**src/rtl/oba_pkg.sv**
```systemverilog
package oba_pkg;
  typedef enum logic [1:0] {
    SEL_IDLE = 2'd0,
    SEL_AGED = 2'd1,
    SEL_HIT  = 2'd2,
    SEL_BEST = 2'd3
  } sel_src_e;
endpackage

```
**src/rtl/oba_row_table.sv**
```systemverilog
module oba_row_table #(
  parameter int N_MST  = 4,
  parameter int N_BANK = 4,
  parameter int BANK_W = 2,
  parameter int ROW_W  = 12
) (
  input  logic                      clk,
  input  logic                      rst_n,
  input  logic [N_MST*BANK_W-1:0]   req_bank,
  input  logic [N_MST*ROW_W-1:0]    req_row,
  input  logic                      upd_en,
  input  logic [BANK_W-1:0]         upd_bank,
  input  logic [ROW_W-1:0]          upd_row,
  output logic [N_MST-1:0]          hit
);
  logic [N_BANK-1:0] open_q;
  logic [N_BANK-1:0] open_d;
  logic [N_BANK-1:0] ld;
  logic [ROW_W-1:0]  row_q [N_BANK];
  logic [ROW_W-1:0]  row_d [N_BANK];

  always_comb begin
    for (int b = 0; b < N_BANK; b++) begin
      ld[b]     = upd_en && (upd_bank == BANK_W'(b));
      open_d[b] = ld[b] ? 1'b1 : open_q[b];
      row_d[b]  = ld[b] ? upd_row : row_q[b];
    end
  end

  always_ff @(posedge clk or negedge rst_n) begin
    if (!rst_n) begin
      open_q <= '0;
      for (int b = 0; b < N_BANK; b++) row_q[b] <= '0;
    end else begin
      for (int b = 0; b < N_BANK; b++) begin
        if (ld[b]) begin
          open_q[b] <= open_d[b];
          row_q[b]  <= row_d[b];
        end
      end
    end
  end

  genvar gm;
  generate
    for (gm = 0; gm < N_MST; gm++) begin : g_hit
      logic [BANK_W-1:0] bsel;
      logic [ROW_W-1:0]  rsel;
      assign bsel    = req_bank[gm*BANK_W +: BANK_W];
      assign rsel    = req_row[gm*ROW_W +: ROW_W];
      assign hit[gm] = open_q[bsel] && (row_q[bsel] == rsel);
    end
  endgenerate
endmodule

```
**src/rtl/oba_age_track.sv**
```systemverilog
module oba_age_track #(
  parameter int                        N_MST    = 4,
  parameter int                        AGE_W    = 10,
  parameter int                        PRIO_W   = 2,
  parameter logic [N_MST*PRIO_W-1:0]   MST_PRIO = '0
) (
  input  logic              clk,
  input  logic              rst_n,
  input  logic [N_MST-1:0]  req_valid,
  input  logic [N_MST-1:0]  grant,
  output logic [N_MST-1:0]  oldest_oh
);
  localparam int MST_W = (N_MST > 1) ? $clog2(N_MST) : 1;
  localparam logic [AGE_W-1:0] AGE_MAX = '1;

  logic [AGE_W-1:0]  age_q [N_MST];
  logic [AGE_W-1:0]  age_d [N_MST];
  logic [N_MST-1:0]  age_en;
  logic [PRIO_W-1:0] prio_a [N_MST];
  logic [MST_W-1:0]  best;
  logic              found;

  always_comb begin
    for (int m = 0; m < N_MST; m++) begin
      prio_a[m] = MST_PRIO[m*PRIO_W +: PRIO_W];
      age_en[m] = req_valid[m] || (age_q[m] != '0);
      if (!req_valid[m] || grant[m])  age_d[m] = '0;
      else if (age_q[m] == AGE_MAX)   age_d[m] = age_q[m];
      else                            age_d[m] = age_q[m] + AGE_W'(1);
    end
  end

  always_ff @(posedge clk or negedge rst_n) begin
    if (!rst_n) begin
      for (int m = 0; m < N_MST; m++) age_q[m] <= '0;
    end else begin
      for (int m = 0; m < N_MST; m++) begin
        if (age_en[m]) age_q[m] <= age_d[m];
      end
    end
  end

  always_comb begin
    found = 1'b0;
    best  = '0;
    for (int m = 0; m < N_MST; m++) begin
      if (req_valid[m]) begin
        if (!found || (age_q[m] > age_q[best]) ||
            ((age_q[m] == age_q[best]) && (prio_a[m] > prio_a[best]))) begin
          best  = MST_W'(m);
          found = 1'b1;
        end
      end
    end
    oldest_oh = '0;
    if (found) oldest_oh[best] = 1'b1;
  end
endmodule

```
**src/rtl/oba_pick.sv**
```systemverilog
module oba_pick #(
  parameter int                        N_MST    = 4,
  parameter int                        PRIO_W   = 2,
  parameter logic [N_MST*PRIO_W-1:0]   MST_PRIO = '0
) (
  input  logic [N_MST-1:0] cand,
  output logic [N_MST-1:0] win_oh
);
  localparam int MST_W = (N_MST > 1) ? $clog2(N_MST) : 1;

  logic [PRIO_W-1:0] prio_a [N_MST];
  logic [MST_W-1:0]  best;
  logic              found;

  always_comb begin
    found = 1'b0;
    best  = '0;
    for (int m = 0; m < N_MST; m++) begin
      prio_a[m] = MST_PRIO[m*PRIO_W +: PRIO_W];
    end
    for (int m = 0; m < N_MST; m++) begin
      if (cand[m] && (!found || (prio_a[m] > prio_a[best]))) begin
        best  = MST_W'(m);
        found = 1'b1;
      end
    end
    win_oh = '0;
    if (found) win_oh[best] = 1'b1;
  end
endmodule

```
**src/rtl/oba_burst_age.sv**
```systemverilog
module oba_burst_age #(
  parameter int THR_W = 8,
  parameter int LEN_W = 4
) (
  input  logic             clk,
  input  logic             rst_n,
  input  logic             cfg_we,
  input  logic [THR_W-1:0] cfg_wdata,
  input  logic             fire,
  input  logic [LEN_W-1:0] fire_len,
  input  logic             fire_oldest,
  output logic             promote,
  output logic [THR_W-1:0] thr,
  output logic [THR_W-1:0] cnt
);
  localparam logic [THR_W-1:0] CNT_MAX = '1;

  logic [THR_W-1:0] thr_q, cnt_q, cnt_d;
  logic [THR_W:0]   sum;

  always_comb begin
    sum   = {1'b0, cnt_q} + (THR_W+1)'(fire_len);
    cnt_d = cnt_q;
    if (fire) begin
      if (fire_oldest)                   cnt_d = '0;
      else if (sum > {1'b0, CNT_MAX})    cnt_d = CNT_MAX;
      else                               cnt_d = sum[THR_W-1:0];
    end
  end

  always_ff @(posedge clk or negedge rst_n) begin
    if (!rst_n)      thr_q <= '1;
    else if (cfg_we) thr_q <= cfg_wdata;
  end

  always_ff @(posedge clk or negedge rst_n) begin
    if (!rst_n)    cnt_q <= '0;
    else if (fire) cnt_q <= cnt_d;
  end

  assign promote = (thr_q != CNT_MAX) && (cnt_q >= thr_q);
  assign thr     = thr_q;
  assign cnt     = cnt_q;
endmodule

```
**src/rtl/open_bank_arbiter.sv**
```systemverilog
module open_bank_arbiter #(
  parameter int                        N_MST    = 4,
  parameter int                        N_BANK   = 4,
  parameter int                        ROW_W    = 12,
  parameter int                        LEN_W    = 4,
  parameter int                        PRIO_W   = 2,
  parameter int                        AGE_W    = 10,
  parameter int                        THR_W    = 8,
  parameter logic [N_MST*PRIO_W-1:0]   MST_PRIO = {2'd1, 2'd2, 2'd2, 2'd0},
  localparam int                       BANK_W   = (N_BANK > 1) ? $clog2(N_BANK) : 1,
  localparam int                       MST_W    = (N_MST > 1) ? $clog2(N_MST) : 1
) (
  input  logic                      clk,
  input  logic                      rst_n,
  input  logic                      cfg_we,
  input  logic [THR_W-1:0]          cfg_wdata,
  input  logic [N_MST-1:0]          req_valid,
  input  logic [N_MST*BANK_W-1:0]   req_bank,
  input  logic [N_MST*ROW_W-1:0]    req_row,
  input  logic [N_MST*LEN_W-1:0]    req_len,
  output logic [N_MST-1:0]          req_grant,
  input  logic                      seq_ready,
  output logic                      gnt_valid,
  output logic [MST_W-1:0]          gnt_master,
  output logic [BANK_W-1:0]         gnt_bank,
  output logic [ROW_W-1:0]          gnt_row,
  output logic [N_MST*LEN_W-1:0]    gnt_len,
  output logic                      gnt_hit,
  output logic                      gnt_aged
);
  import oba_pkg::*;

  logic [N_MST-1:0] hit_vec, hit_cand, hit_win, all_win, oldest_oh, win_oh;
  logic [MST_W-1:0] win_idx;
  logic             promote, fire, fire_oldest;
  logic [THR_W-1:0] thr_val, cnt_val;
  sel_src_e         sel_src;

  oba_row_table #(.N_MST(N_MST), .N_BANK(N_BANK), .BANK_W(BANK_W), .ROW_W(ROW_W)) u_rows (
    .clk(clk), .rst_n(rst_n), .req_bank(req_bank), .req_row(req_row),
    .upd_en(fire), .upd_bank(gnt_bank), .upd_row(gnt_row), .hit(hit_vec));

  oba_age_track #(.N_MST(N_MST), .AGE_W(AGE_W), .PRIO_W(PRIO_W), .MST_PRIO(MST_PRIO)) u_age (
    .clk(clk), .rst_n(rst_n), .req_valid(req_valid), .grant(req_grant), .oldest_oh(oldest_oh));

  oba_burst_age #(.THR_W(THR_W), .LEN_W(LEN_W)) u_burst (
    .clk(clk), .rst_n(rst_n), .cfg_we(cfg_we), .cfg_wdata(cfg_wdata),
    .fire(fire), .fire_len(gnt_len[LEN_W-1:0]), .fire_oldest(fire_oldest),
    .promote(promote), .thr(thr_val), .cnt(cnt_val));

  assign hit_cand = req_valid & hit_vec;

  oba_pick #(.N_MST(N_MST), .PRIO_W(PRIO_W), .MST_PRIO(MST_PRIO)) u_pick_hit (
    .cand(hit_cand), .win_oh(hit_win));
  oba_pick #(.N_MST(N_MST), .PRIO_W(PRIO_W), .MST_PRIO(MST_PRIO)) u_pick_all (
    .cand(req_valid), .win_oh(all_win));

  always_comb begin
    sel_src = SEL_IDLE;
    win_oh  = '0;
    if (|req_valid) begin
      if (promote) begin
        sel_src = SEL_AGED;
        win_oh  = oldest_oh;
      end else if (|hit_cand) begin
        sel_src = SEL_HIT;
        win_oh  = hit_win;
      end else begin
        sel_src = SEL_BEST;
        win_oh  = all_win;
      end
    end
  end

  always_comb begin
    win_idx = '0;
    for (int m = 0; m < N_MST; m++) begin
      if (win_oh[m]) win_idx = MST_W'(m);
    end
  end

  assign req_grant   = win_oh & {N_MST{seq_ready}};
  assign fire        = seq_ready && (sel_src != SEL_IDLE);
  assign fire_oldest = |(req_grant & oldest_oh);
  assign gnt_valid   = fire;
  assign gnt_master  = win_idx;
  assign gnt_bank    = req_bank[win_idx*BANK_W +: BANK_W];
  assign gnt_row     = req_row[win_idx*ROW_W +: ROW_W];
  assign gnt_len     = {{(N_MST-1)*LEN_W{1'b0}}, req_len[win_idx*LEN_W +: LEN_W]};
  assign gnt_hit     = |(win_oh & hit_vec);
  assign gnt_aged    = seq_ready && (sel_src == SEL_AGED);
endmodule

```
**config.mk**
```make
export PLATFORM = sky130hd
export DESIGN_NAME = open_bank_arbiter
export DESIGN_NICKNAME = d
export VERILOG_FILES = /design/src/rtl/oba_pkg.sv /design/src/rtl/oba_row_table.sv /design/src/rtl/oba_age_track.sv /design/src/rtl/oba_pick.sv /design/src/rtl/oba_burst_age.sv /design/src/rtl/open_bank_arbiter.sv
export SDC_FILE = /design/constraint.sdc
export NUM_CORES = 1
export LEC_CHECK = 0
export BUFFER_PORTS_ARGS = -buffer_cell sky130_fd_sc_hd__buf_2
export CORE_MARGIN = 4
export CORE_UTILIZATION = 25
export DETAILED_ROUTE_END_ITERATION = 16
export GPL_TIMING_DRIVEN = 0
export PLACE_DENSITY = 0.4
export SETUP_SLACK_MARGIN = 0.5
export SLEW_MARGIN = 20
export SYNTH_ARGS = -nofsm -noshare
export SYNTH_HDL_FRONTEND = slang
export SYNTH_SLANG_ARGS = --single-unit
```
**constraint.sdc**
```tcl
create_clock -name clk -period 10.6 [get_ports clk]
set_input_delay 2.12 -clock clk [delete_from_list [all_inputs] [get_ports clk]]
set_output_delay 2.12 -clock clk [all_outputs]
set_load 0.005 [all_outputs]
```
==> impl_summary.log <==
[metrics] number of warnings printed during yosys synthesis: 0
[metrics] clock insertion delay at the later pin of the skew report: 390 ps
[metrics] layout cell share with drive strength beyond 1: 26.1%
[metrics] critical path endpoint: gnt_len[1]
[metrics] maximum number of pins on one net before global-route repair: 70
[metrics] Max stage delay cell, worst path: o41ai_4
[metrics] die footprint: 39,500 µm²
[metrics] num rows: 69
[metrics] power density normalized to cell area: 315 nW/µm²
[metrics] fin area: 11,200 µm²
[metrics] Port Buffers: 107
[metrics] launching point of the worst reg2reg path: u_age.age_q[20]
[metrics] peak supply drop: 0.153 mV
[metrics] number of DRC markers in iteration 0: 447
[metrics] R2R Setup Slk: 2620 ps
[metrics] vias post-DR: 7,930
[metrics] combinational family with the most area after synthesis: multiplexers
[metrics] number of max-slew violations in the final report: 0
[metrics] Core Region: 35,700 µm²
[metrics] final hold violation count: 0
[metrics] detailed-router iteration count before antenna repair: 5
[metrics] type of destination of the critical path: output pin
[metrics] synthesis-to-finish area growth: 23.0%
[metrics] area fraction in and, or, nand and nor cells after synthesis: 16.2%
[metrics] Clock Skews: 20.4 ps
[metrics] number of nets at the end of the flow: 1,261
[metrics] global routing usage summed across all routing layers: 16.6%
[metrics] vias per std cell: 4.99
[metrics] FF+latch count, synth: 108
[metrics] number of endpoints failing setup at the final stage: 0
[metrics] share of the cycle needed by the critical path after routing: 93.6%
[metrics] I/O pin total: 127
[metrics] share of synthesized area spent on multiplexers: 19.5%
[metrics] weighted congestion reported at the end of routability-driven placement: 0.824
[metrics] Fin Setup TNS: 0 ps
[metrics] HPWL reported at the end of detailed placement: 24.8 mm
[metrics] final wirelength: 32.9 mm
[metrics] clock root buffer master: clkbuf_16
[metrics] cell repeated most along the worst path: buf_8
[metrics] number of remaining DRC errors: 0
[metrics] RSZ-0062 raised after global routing: yes
[metrics] starting utilization of the core area: 25.4%
[metrics] combined area of all synthesized cells: 9090 µm²
[metrics] post-CTS clock slew at the launch and capture registers of the worst setup and hold paths: 90 ps
[metrics] capturing point of the worst reg2reg path: u_burst.cnt[2]
[metrics] top achievable clock speed: 101 MHz
[metrics] synthesized-area fraction occupied by xor and xnor cells: 10.3%
[metrics] remaining global-route overflow: 0
[metrics] number of cell instances on the worst register-to-register path: 36
[metrics] Chip Width: 199 µm
[metrics] kind of start point of the critical path: input port
[metrics] via count of the first global-routing pass: 8,078
[metrics] cell depth of the worst setup path: 31
[metrics] post-synthesis compound-gate area fraction: 11.8%
[metrics] transition time at the pin with the least slew margin: 1030 ps
[metrics] gate family responsible for the most delay along the worst path: compound AO/OA/AOI/OAI gates
[metrics] final antenna-violating net count: 0
[metrics] critical path startpoint: req_valid[1]
[metrics] Crit Path Class: in -> out
[metrics] number of instances in the synthesized netlist: 972
[metrics] die extent in y: 199 µm
[metrics] fin crit period: 9920 ps
[metrics] CP required: 8480 ps
[metrics] global-route wire length before repair: 49.8 mm
[metrics] number of synthesized flops with an enable pin: 0
[metrics] initial antenna violation count: 1
[metrics] standard cell area after detailed placement: 10,300 µm²
[metrics] max-capacitance violation count: 0
[metrics] maximum root-to-sink buffer count: 2
[metrics] buffering stage count on the worst path with inverters included: 8
[metrics] leakage power of the design: 4.81 nW
[metrics] most frequently used flop master after synthesis: dfrtp_1
[metrics] share of synthesized cell area in full adder, half adder and majority cells: 7.24%
[metrics] CTS tree: built
[metrics] status: complete, no violations
[metrics] top fanout value on the critical path: 10
[metrics] CP peak stage delay: 440 ps
[metrics] clock buffer count from CTS: 9
[metrics] proportion of register bits with asynchronous set or reset after synthesis: 100%
[metrics] CTS HTree Levels: 3
[metrics] Critical Path AT: 7800 ps
[metrics] Slew HR: 30.8%
[metrics] post-synthesis sequential area ratio: 29.8%
[metrics] clock net sink count: 108
[metrics] type of the worst min-delay path: reg -> reg
[metrics] library cells used by synthesis: 72
[metrics] routed len/inst: 20.7 µm
[metrics] average cell area after synthesis: 9.36 µm²
==> what timing repair did <==
action	in CTS	in global routing
hold buffers	0	0
cloned	0	1
buffers inserted	10	8
setup endpoints to repair	42	21
resized for setup	63	40
pin swaps	5	11
==> layer usage <==
layer	global-route usage [%]	share of wire, %	vias up
li1	-	-	3797
met1	23.0	47	3934
met2	27.0	47	166
met3	3.20	4.1	33
met4	4.05	1.8	0
met5	0	0	-
==> stage by stage <==
stage	cells	power (mW)	hold WS (ps)	util [%]	worst slack, ps
2_1_floorplan	983	2.08	440	-	882
3_3_place_gp	1551	2.80	454	28.7	-1640
3_5_place_dp	1552	2.81	452	28.8	-1750
4_1_cts	1578	3.40	482	30.5	502
5_1_grt	1588	3.80	494	31.3	463
6_report	1588	3.53	490	31.3	683
==> final cells by class <==
cell class | instances | area, µm²
antenna | 1 | 2.50
buffer | 50 | 373
clock buffer | 11 | 243
clock inverter | 5 | 45.0
fill | 3835 | 24600
inverter | 52 | 195
multi-input combinational | 773 | 6310
sequential | 108 | 2710
tap | 461 | 577
timing repair buffer | 127 | 729
==> worst min-delay path by stage <==
stage                                start                to  slack [ps]  depth (start not counted)
after detailed placement  u_rows.open_q[0]  u_rows.open_q[0]         450                          1
after floorplan           u_rows.open_q[0]  u_rows.open_q[0]         440                          1
final                     u_rows.open_q[0]  u_rows.open_q[0]         490                          1
after global routing      u_rows.open_q[0]  u_rows.open_q[0]         490                          1
after global placement    u_rows.open_q[0]  u_rows.open_q[0]         450                          1
after CTS                 u_rows.open_q[0]  u_rows.open_q[0]         480                          1
==> cell usage after synthesis, types with 5 or more instances <==
cell type	number	area share, %
mux2_1	31	3.8
dfrtp_1	100	28
mux4_2	19	4.7
mux2_4	9	1.5
buf_2	10	0.55
o211ai_1	5	0.41
a31oi_1	6	0.41
a21o_1	5	0.41
mux2_2	22	2.7
buf_4	13	1.1
nand4_1	21	1.4
or4_1	5	0.41
a211oi_1	8	0.66
ha_1	51	7.0
nor2_1	88	3.6
nor3_1	27	1.5
dfstp_2	8	2.3
nor2b_1	9	0.62
nor4_1	15	1.0
o31ai_1	6	0.50
clkbuf_1	21	0.87
a21oi_1	40	2.2
and3_1	9	0.62
xor2_1	48	4.6
xnor2_1	59	5.7
or3_1	8	0.55
nand2b_1	7	0.48
mux2i_1	61	6.7
nand3_1	21	1.2
o21ai_0	38	2.1
and2_1	5	0.34
nand2_1	63	2.6
inv_1	51	2.1
o22ai_1	22	1.5
==> sequential cells by signal, summed over array words and instances (netlist names) <==
name           count
u_rows.row_q      48
u_age.age_q       40
u_burst.cnt        8
u_burst.thr        8
u_rows.open_q      4
==> cell families after synthesis <==
| family | Yosys count |
|---|---|
| other cells | 1 |
| xor+xnor | 107 |
| fa+ha+maj | 52 |
| compound gates | 165 |
| flops | 108 |
| mux | 142 |
| simple gates | 295 |
| buf+inv | 102 |
==> cell usage in the layout (no fill, tap or decap), types with 9 or more instances in the layout <==
master / instances
xnor2_1: 59
o21ai_0: 37
nor4_1: 15
clkbuf_16: 11
and3_1: 9
nand4_1: 21
ha_1: 48
inv_1: 50
clkbuf_1: 13
nor3_1: 15
a21oi_1: 32
xor2_1: 48
nor3_2: 9
mux2_2: 21
nand2_1: 63
conb_1: 12
buf_2: 115
mux2i_1: 61
nor2b_1: 9
buf_4: 32
mux2_1: 31
nand3_1: 20
o22ai_1: 22
dfrtp_1: 100
mux2_4: 10
mux4_2: 19
nor2_1: 84
==> report_power, final <==
| group | internal [mW] | total [mW] | leakage [nW] | switching, mW |
|---|---|---|---|---|
| logic | 1.11 | 2.42 | 3.34 | 1.31 |
| registers | 0.558 | 0.749 | 1.33 | 0.190 |
| clock network | 0.170 | 0.357 | 0.138 | 0.187 |
| total | 1.84 | 3.53 | 4.81 | 1.69 |
No activity file was read; power rests on OpenSTA's default activity.
